<file path="config.mk">
export PLATFORM = sky130hd
export DESIGN_NAME = spi_route_table
export DESIGN_NICKNAME = d
export VERILOG_FILES = /design/src/rtl/spi_route_pkg.sv /design/src/rtl/route_addr_dec.sv /design/src/rtl/aff_match.sv /design/src/rtl/spi_route_table.sv
export SDC_FILE = /design/constraint.sdc
export NUM_CORES = 2
export LEC_CHECK = 0
export BUFFER_PORTS_ARGS = -buffer_cell sky130_fd_sc_hd__buf_2
export CAP_MARGIN = 10
export CORE_ASPECT_RATIO = 2
export CORE_MARGIN = 10
export CORE_UTILIZATION = 60
export DETAILED_ROUTE_END_ITERATION = 10
export GPL_TIMING_DRIVEN = 0
export PLACE_DENSITY = 0.9
export SLEW_MARGIN = 10
export SYNTH_ARGS = -nofsm -noshare
export SYNTH_HDL_FRONTEND = slang
export SYNTH_SLANG_ARGS = --single-unit
</file>
<file path="constraint.sdc">
create_clock -name clk -period 4.62 [get_ports clk]
set_input_delay 0.231 -clock clk [delete_from_list [all_inputs] [get_ports clk]]
set_output_delay 0.231 -clock clk [all_outputs]
set_load 0.05 [all_outputs]
</file>
<file path="src/rtl/spi_route_pkg.sv">
package spi_route_pkg;

    localparam int unsigned AFF_W        = 32;
    localparam int unsigned IDX_W        = 8;
    localparam int unsigned FIRST_SHARED = 32;

    typedef logic [AFF_W-1:0] aff_t;
    typedef logic [IDX_W-1:0] cpu_idx_t;

    // Reserved target value: no CPU owns the interrupt (outside 0..254)
    localparam cpu_idx_t NO_CPU = 8'hFF;

    // Only affinity levels 0..2 can be written through the lower word
    function automatic aff_t keep_written(input logic [31:0] wdata);
        return {8'h00, wdata[23:0]};
    endfunction

    // Read view of a stored value: the level-3 byte belongs to the upper word
    function automatic logic [31:0] low_word_view(input aff_t stored);
        return {8'h00, stored[23:0]};
    endfunction

endpackage

</file>
<file path="src/rtl/route_addr_dec.sv">
module route_addr_dec
    import spi_route_pkg::*;
#(
    parameter int unsigned NUM_SPI = 32,
    parameter int unsigned ADDR_W  = 12,
    localparam int unsigned SPI_W  = (NUM_SPI > 1) ? $clog2(NUM_SPI) : 1
) (
    input  logic [ADDR_W-1:0] addr,
    output logic              in_range,
    output logic              lo_word,
    output logic [SPI_W-1:0]  spi
);
    logic [31:0] irq_num;

    always_comb begin
        irq_num  = 32'(addr >> 1);
        in_range = (irq_num >= FIRST_SHARED) && (irq_num < FIRST_SHARED + NUM_SPI);
        lo_word  = ~addr[0];
        spi      = SPI_W'(irq_num - FIRST_SHARED);
    end
endmodule

</file>
<file path="src/rtl/aff_match.sv">
module aff_match
    import spi_route_pkg::*;
#(
    parameter int unsigned NUM_CPU = 4
) (
    input  aff_t                            key,
    input  logic [NUM_CPU-1:0][AFF_W-1:0]   aff_tbl,
    input  logic [NUM_CPU-1:0]              present,
    output logic                            hit,
    output cpu_idx_t                        idx
);
    if (NUM_CPU > 255) begin : g_cpu_limit
        $error("aff_match: NUM_CPU must not exceed 255");
    end

    logic [NUM_CPU-1:0] eq;

    for (genvar c = 0; c < NUM_CPU; c++) begin : g_cmp
        assign eq[c] = present[c] && (aff_tbl[c] == key);
    end

    always_comb begin
        hit = |eq;
        idx = NO_CPU;
        for (int c = NUM_CPU - 1; c >= 0; c--) begin
            if (eq[c]) idx = cpu_idx_t'(c);
        end
    end
endmodule

</file>
<file path="src/rtl/spi_route_table.sv">
module spi_route_table
    import spi_route_pkg::*;
#(
    parameter int unsigned NUM_SPI = 32,
    parameter int unsigned NUM_CPU = 4,
    parameter int unsigned ADDR_W  = 12
) (
    input  logic                       clk,
    input  logic                       rst_n,
    input  logic                       acc_en,
    input  logic                       acc_we,
    input  logic [ADDR_W-1:0]          acc_addr,
    input  logic [31:0]                acc_wdata,
    output logic [31:0]                acc_rdata,
    input  logic [NUM_CPU*AFF_W-1:0]   cpu_aff,
    input  logic [NUM_CPU-1:0]         cpu_present,
    output logic [NUM_SPI*IDX_W-1:0]   spi_tgt,
    output logic [NUM_SPI-1:0]         spi_tgt_vld,
    output logic [NUM_CPU*NUM_SPI-1:0] cpu_spi_map,
    output logic                       route_upd
);
    localparam int unsigned SPI_W = (NUM_SPI > 1) ? $clog2(NUM_SPI) : 1;
    localparam int unsigned CPU_W = (NUM_CPU > 1) ? $clog2(NUM_CPU) : 1;

    typedef struct packed {
        logic [NUM_SPI-1:0][AFF_W-1:0]  aff;
        logic [NUM_SPI-1:0][IDX_W-1:0]  tgt;
        logic [NUM_CPU-1:0][NUM_SPI-1:0] map;
        logic                            upd;
    } route_state_t;

    route_state_t s_d, s_q, s_rst;

    logic [NUM_CPU-1:0][AFF_W-1:0] tbl;
    logic                          in_range, lo_word, wr_lo;
    logic [SPI_W-1:0]              spi;
    aff_t                          old_key, new_key;
    logic                          old_hit, new_hit;
    cpu_idx_t                      old_idx, new_idx;

    assign tbl = cpu_aff;

    route_addr_dec #(.NUM_SPI(NUM_SPI), .ADDR_W(ADDR_W)) u_dec (
        .addr     (acc_addr),
        .in_range (in_range),
        .lo_word  (lo_word),
        .spi      (spi)
    );

    assign wr_lo   = acc_en && acc_we && in_range && lo_word;
    assign old_key = s_q.aff[spi];
    assign new_key = keep_written(acc_wdata);

    aff_match #(.NUM_CPU(NUM_CPU)) u_old_owner (
        .key     (old_key),
        .aff_tbl (tbl),
        .present (cpu_present),
        .hit     (old_hit),
        .idx     (old_idx)
    );

    aff_match #(.NUM_CPU(NUM_CPU)) u_new_owner (
        .key     (new_key),
        .aff_tbl (tbl),
        .present (cpu_present),
        .hit     (new_hit),
        .idx     (new_idx)
    );

    // Reset image: everything routed to CPU slot 0
    always_comb begin
        s_rst        = '0;
        s_rst.aff    = {NUM_SPI{tbl[0]}};
        s_rst.map[0] = '1;
    end

    // Next-state: clear previous owner, store, then set new owner
    always_comb begin
        s_d     = s_q;
        s_d.upd = 1'b0;
        if (wr_lo) begin
            if (old_hit) s_d.map[old_idx[CPU_W-1:0]][spi] = 1'b0;
            s_d.aff[spi] = new_key;
            if (new_hit) begin
                s_d.tgt[spi]                       = new_idx;
                s_d.map[new_idx[CPU_W-1:0]][spi] = 1'b1;
            end else begin
                s_d.tgt[spi] = NO_CPU;
            end
            s_d.upd = 1'b1;
        end
    end

    always_ff @(posedge clk) begin
        if (!rst_n) s_q <= s_rst;
        else        s_q <= s_d;
    end

    always_comb begin
        acc_rdata = '0;
        if (acc_en && !acc_we && in_range && lo_word)
            acc_rdata = low_word_view(s_q.aff[spi]);
    end

    assign spi_tgt     = s_q.tgt;
    assign cpu_spi_map = s_q.map;
    assign route_upd   = s_q.upd;

    for (genvar i = 0; i < NUM_SPI; i++) begin : g_spi
        logic [NUM_CPU-1:0] owners;

        assign spi_tgt_vld[i] = (s_q.tgt[i] != NO_CPU);

        for (genvar c = 0; c < NUM_CPU; c++) begin : g_col
            assign owners[c] = cpu_spi_map[c*NUM_SPI + i];
        end


        single_owner_chk: assert property (@(posedge clk) disable iff (!rst_n)
            $onehot0(owners));


        owner_matches_tgt_chk: assert property (@(posedge clk) disable iff (!rst_n)
            spi_tgt_vld[i] |-> owners[spi_tgt[i*IDX_W +: CPU_W]]);


        unowned_empty_chk: assert property (@(posedge clk) disable iff (!rst_n)
            !spi_tgt_vld[i] |-> (owners == '0));
    end


    upd_follows_write_chk: assert property (@(posedge clk) disable iff (!rst_n)
        wr_lo |=> route_upd);


    upd_only_after_write_chk: assert property (@(posedge clk) disable iff (!rst_n)
        route_upd |-> $past(wr_lo));


    hi_word_zero_chk: assert property (@(posedge clk) disable iff (!rst_n)
        (acc_en && !acc_we && !lo_word) |-> (acc_rdata == 32'h0));


    ignored_write_chk: assert property (@(posedge clk) disable iff (!rst_n)
        (acc_en && acc_we && !(in_range && lo_word)) |=>
            ($stable(spi_tgt) && $stable(cpu_spi_map)));
endmodule

</file>
==> summary.txt, run 1 <==
Placement
  – RD Place Congestion: 1.143
  – IO Port Bufs: 587
  – Detailed placement HPWL: between 200 and 300 mm

Floorplan
  – Placement row count: 172
  – Ports: 629
  – Die width: 254.5 um
  – DIE HEIGHT: 488.9 um
  – Initial core utilization: 60.23%

Synth
  – Async set-reset flop share out of synthesis: 0%
  – Yosys warning count: 0
  – Area leader, netlist: edfxtp_1
  – Unique masters post-synth: 61
  – Avg Inst Size Synth: 11.26 um^2
  – Synth area leaders: edfxtp_1 (47%), dfxtp_1 (12%), mux2i_1 (8.1%)
  – Mapped cell area: 0.06597 mm^2
  – Post-synth top area share: between 40% and 50%
  – Main synth FF type: edfxtp_1
  – Seq/Total Area, Yosys: between 50% and 60%
  – Cells after Synth: 5,858
  – EDFF count, synth: 1,024
  – FF+latch count, synth: 1,409

Clock tree
  – Clock Sinks: between 1k and 1.5k
  – H-tree levels: 3
  – Number of CTS-inserted buffers: 115
  – Clk buf depth: 3
  – Clock root cell: clkbuf_16

Global routing
  – First-pass GRT wire length: 548.3 mm
  – Vias in the first global route: 62.13k
  – Largest net degree at the start of global routing: 33
  – GR Util All Layers: about 64%
  – Remaining Overflow, GRT: 137

Run status
  – Status: did not finish
  – Stopped at: global routing
  – Tool Error: [ERROR GRT-0116] Global routing finished with congestion. Check the congestion regions in the DRC Viewer.
[synth_stat cells (all sizes together) (85+ instances only)]
library cell / number
dfxtp: 385
o22ai: 265
nand2: 446
xor2: 85
nor2: 901
nand4: 114
nor4: 140
buf: 548
o21ai: 121
clkbuf: 325
a21oi: 126
mux2i: 536
a21boi: 258
edfxtp: 1024
[kinds of logic after synthesis]
kind of cell / Yosys count / share of synthesized area (%)
flops: 1409 / 58.29
xor+xnor: 135 / 1.792
simple gates: 1911 / 13.73
mux: 536 / 8.132
buf+inv: 909 / 8.149
compound gates: 957 / 9.894
other cells: 1 / 0.005684
[stage by stage]
stage | hold slack, ps | setup WS [ps] | cell area [um^2] | TNS, ps | instances
detailed placement | 458.6 | -1793 | 72140 | -430090 | 7909
global placement | 451.0 | -2812 | 70680 | -1721630 | 7844
CTS | 12.87 | 10.02 | 76750 | 0 | 8142
floorplan | 441.8 | 1181 | 66000 | 0 | 5865
[timing repair]
| action | 4_1_cts |
|---|---|
| hold buffers | 5 |
| gates cloned | 0 |
| pin swaps | 17 |
| setup endpoints to repair | 128 |
| endpoints found under the hold margin | 23 |
| buffers inserted | 14 |
| resized for setup | 88 |
[layer usage]
| layer | overflow | track usage (%) |
|---|---|---|
| met3 | 0 | 41.72 |
| met5 | 0 | 7.903 |
| met1 | 0 | 60.90 |
| met4 | 62 | 70.01 |
| met2 | 75 | 86.62 |
==> run 2, diff against run 1 <==
- CORE_ASPECT_RATIO: 2 -> not set
- CORE_UTILIZATION: 60 -> 40
- PLACE_DENSITY: 0.9 -> not set
- PLACE_DENSITY_LB_ADDON: not set -> 0.15
==> summary.txt, run 2 <==
Run status
  – Status: complete, but fails checks
  – Failing checks: negative setup slack

Final layout
  – Filler cells: 15.29k
  – Layout area overhead: 19.53%
  – Final nets: 6,890
  – Max reg flops: 1,024
  – Reg with most FFs: s_q
  – Multi-input gate area: approximately 0.023 mm^2
  – Non-filler instance count after layout: 9,024
  – Layout cells sized above 1: 23.90%
  – Most frequent cells in the layout: edfxtp_1 (1,024), nor2_1 (901), buf_2 (661)
  – FF/Latch Area: 0.03846 mm^2
  – Most common cell after layout, fill and taps aside: edfxtp_1

Global routing
  – Met1 usage: 40.46%
  – GR Util All Layers: 33.66%
  – Largest net degree at the start of global routing: 33
  – Vias in the first global route: 50.51k
  – Antenna violations before repair: 15
  – Met3 usage: approximately 7.6%
  – Global route hottest layer: met2
  – Remaining Overflow, GRT: 0
  – Met2 GRT Util: 53.83%
  – First-pass GRT wire length: 424.8 mm

Clock tree
  – Clk buf depth: 3 (unchanged)
  – H-tree levels: 4 (+1)
  – Clock-pin slew on the worst setup and hold paths: approximately 60 ps
  – Number of CTS-inserted buffers: 156 (+36%)
  – Clk Latency, worst-skew pair: between 800 and 900 ps
  – CTS tree: built
  – Clock root cell: clkbuf_16
  – Clock Sinks: 1,409 (unchanged)

Synth
  – Unique masters post-synth: 61 (unchanged)
  – Cells after Synth: 5,858 (unchanged)
  – Area leader, netlist: edfxtp_1
  – Main synth FF type: edfxtp_1
  – Post-synth top area share: 46.61% (unchanged)
  – Adder-cell share of the synthesized area: 0% (unchanged)
  – Synth cell count leaders: edfxtp_1 (1,024), nor2_1 (901), mux2i_1 (536)
  – Post-synthesis mux area share: 8.132% (unchanged)
  – Yosys warning count: 0 (unchanged)
  – Compound-Gate Fraction of Synth Area: 9.894% (unchanged)
  – EDFF count, synth: 1,024 (unchanged)
  – Synth area leaders: edfxtp_1 (47%), dfxtp_1 (12%), mux2i_1 (8.1%)
  – Combinational family with the most area after synthesis: simple AND/OR/NAND/NOR gates
  – Mapped cell area: 0.06597 mm^2 (unchanged)
  – Simple-gate share of the synthesized area: 13.73% (unchanged)
  – Avg Inst Size Synth: 11.26 um^2 (unchanged)
  – Async set-reset flop share out of synthesis: 0% (unchanged)
  – FF+latch count, synth: 1,409 (unchanged)
  – Synth Area in XOR/XNOR: 1.792% (unchanged)
  – Seq/Total Area, Yosys: 58.29% (unchanged)
  – Most frequent cell after synthesis: edfxtp_1

Detailed routing
  – DR iter-0 viols: around 7.4k
  – Routed Antenna Nets: 0
  – Wire per inst: 35.27 um
  – Via-to-Cell Ratio: 5.946
  – DRT Pass-1 Iters: 6
  – DRC viols: 0
  – Via count: 53.65k
  – WL final: 318.3 mm

Worst setup path
  – Cell mode on critical path: buf_6
  – Buf/Inv on CP: 6
  – Critical Path RT: between 5000 and 6000 ps
  – Crit. End Element: register
  – Slowest cell on the critical path: or4_1
  – Critical Path Source Type: input pin
  – Largest fanout on the critical path: 10
  – Worst endpoint data arrival time: about 5500 ps
  – CP Class: input pin to register
  – Cell breakdown of the critical path: buf_2 -> buf_6 -> buf_6 -> buf_4 -> mux2i_1 -> o22ai_1 -> nor4_4 -> a21oi_1 -> nor4_1 -> nand4_1 -> or4_1 -> and3_1 -> buf_2 -> buf_6 -> a41oi_2
  – CP delay by family, top: simple AND/OR/NAND/NOR gates
  – CP max stage delay: 870 ps

Timing
  – RSZ-0062 raised after global routing: false
  – Max_slew headroom: 7.795%
  – Final Skew: ~54 ps
  – Period Utilization, post-route: 102.3%
  – Tmin final: 4726 ps
  – Max Freq: 211.6 MHz
  – Slew Viols, Final: 0
  – Final setup viols: 30
  – Hold Vio Cnt, Final: 0
  – Worst slew pin tran: 1345 ps
  – Min setup slack post-route: -106.2 ps

Power and ir drop
  – VDD IR max: 0.4168 mV
  – Leak: ~31 nW
  – Final Total Pwr: a little over 30 mW
  – PwrDens: 394.5 mW/mm^2

Flow run
  – Max-Cap Viols: 0

Floorplan
  – Initial core utilization: 40.39% (-20 points)
  – Die area: 0.1816 mm^2
  – Ports: 629 (unchanged)
  – Placement row count: 148 (-14%)
  – Core Region: 0.1633 mm^2
  – DIE HEIGHT: 426.1 um (-13%)
  – Die width: 426.1 um (+67%)

Min path
  – Min-delay worst type: input pin to register

Placement
  – Detailed placement HPWL: 236.0 mm (-12%)
  – RD Place Congestion: 1.023 (-10%)
  – IO Port Bufs: 587 (unchanged)
  – Dpl cells: 8,703 (+10%)
==> run 2: cell counts after synthesis <==
No cell type changed its count.
==> run 2: final cells by class <==
cell class / count / share of cell area, %
diodes: 21 / 0.06664
plain buffers: 872 / 6.659
clock buffers: 202 / 5.302
clock inverters: 74 / 1.115
inverters: 36 / 0.1714
multi-input cells: 3547 / 28.95
flip-flops and latches: 1409 / 48.77
well taps: 2175 / 3.451
repair buffers: 688 / 5.518
==> run 2: report_power, final <==
part	internal (mW)	switching, mW
logic	1.16	2.83
registers	14.4	0.201
clock network	6.97	5.52
==> run 2: cells by family after synthesis <==
group	after synthesis
simple gates	1911
mux	536
compound gates	957
flops	1409
xor+xnor	135
buf+inv	909
other cells	1
==> run 2: what timing repair did <==
action / 4_1_cts / 5_1_grt
pin swaps: 14 / 4
hold buffers: 2 / 0
setup endpoints to repair: 128 / 54
buffers inserted: 18 / 5
resized for setup: 24 / 7
hold endpoints to repair: 2 / 0
==> run 2: worst reg2reg max path, cell delays in order, from the launching register on <==
cell and delay (ps):
edfxtp_1 360, mux2i_1 710, o22ai_1 280, nor4_4 210, buf_6 220, a21oi_1 100, nor4_1 340, nand4_1 140
or4_1 970, and3_1 350, buf_2 250, buf_6 240, a41oi_2 210
==> run 2: worst paths after layout <==
path / start / to / slack, ps / cells past startpoint
min reg2reg: cpu_spi_map[47]$_SDFFE_PN0P_ / cpu_spi_map[47]$_SDFFE_PN0P_ / 470 / 2
min: cpu_aff[27] / s_q[540]$_DFFE_PP_ / 40 / 2
max: acc_addr[2] / cpu_spi_map[121]$_SDFFE_PN0P_ / -110 / 15
max reg2reg: s_q[845]$_DFFE_PP_ / cpu_spi_map[121]$_SDFFE_PN0P_ / 170 / 12
==> run 2: metal layers <==
layer	part of all wire, %	vias up
met3	10	920
met4	8.2	8
met5	0.017	-
met1	36	26600
li1	-	22470
met2	46	3663
==> run 2: metrics by stage <==
step	util (%)	area (um^2)	setup WS [ps]	TNS [ps]	hold WS, ps
floorplan	-	66000	1181	0	441.8
global placement	43.87	71660	-2536	-1101930	452.3
detailed placement	44.90	73330	-1445	-183080	459.6
CTS	48.19	78710	6.065	0	1.836
global route	48.28	78850	0.2927	0	12.93
finish	48.28	78860	-106.2	-2362	36.63
(Power assumes the default switching activity.)
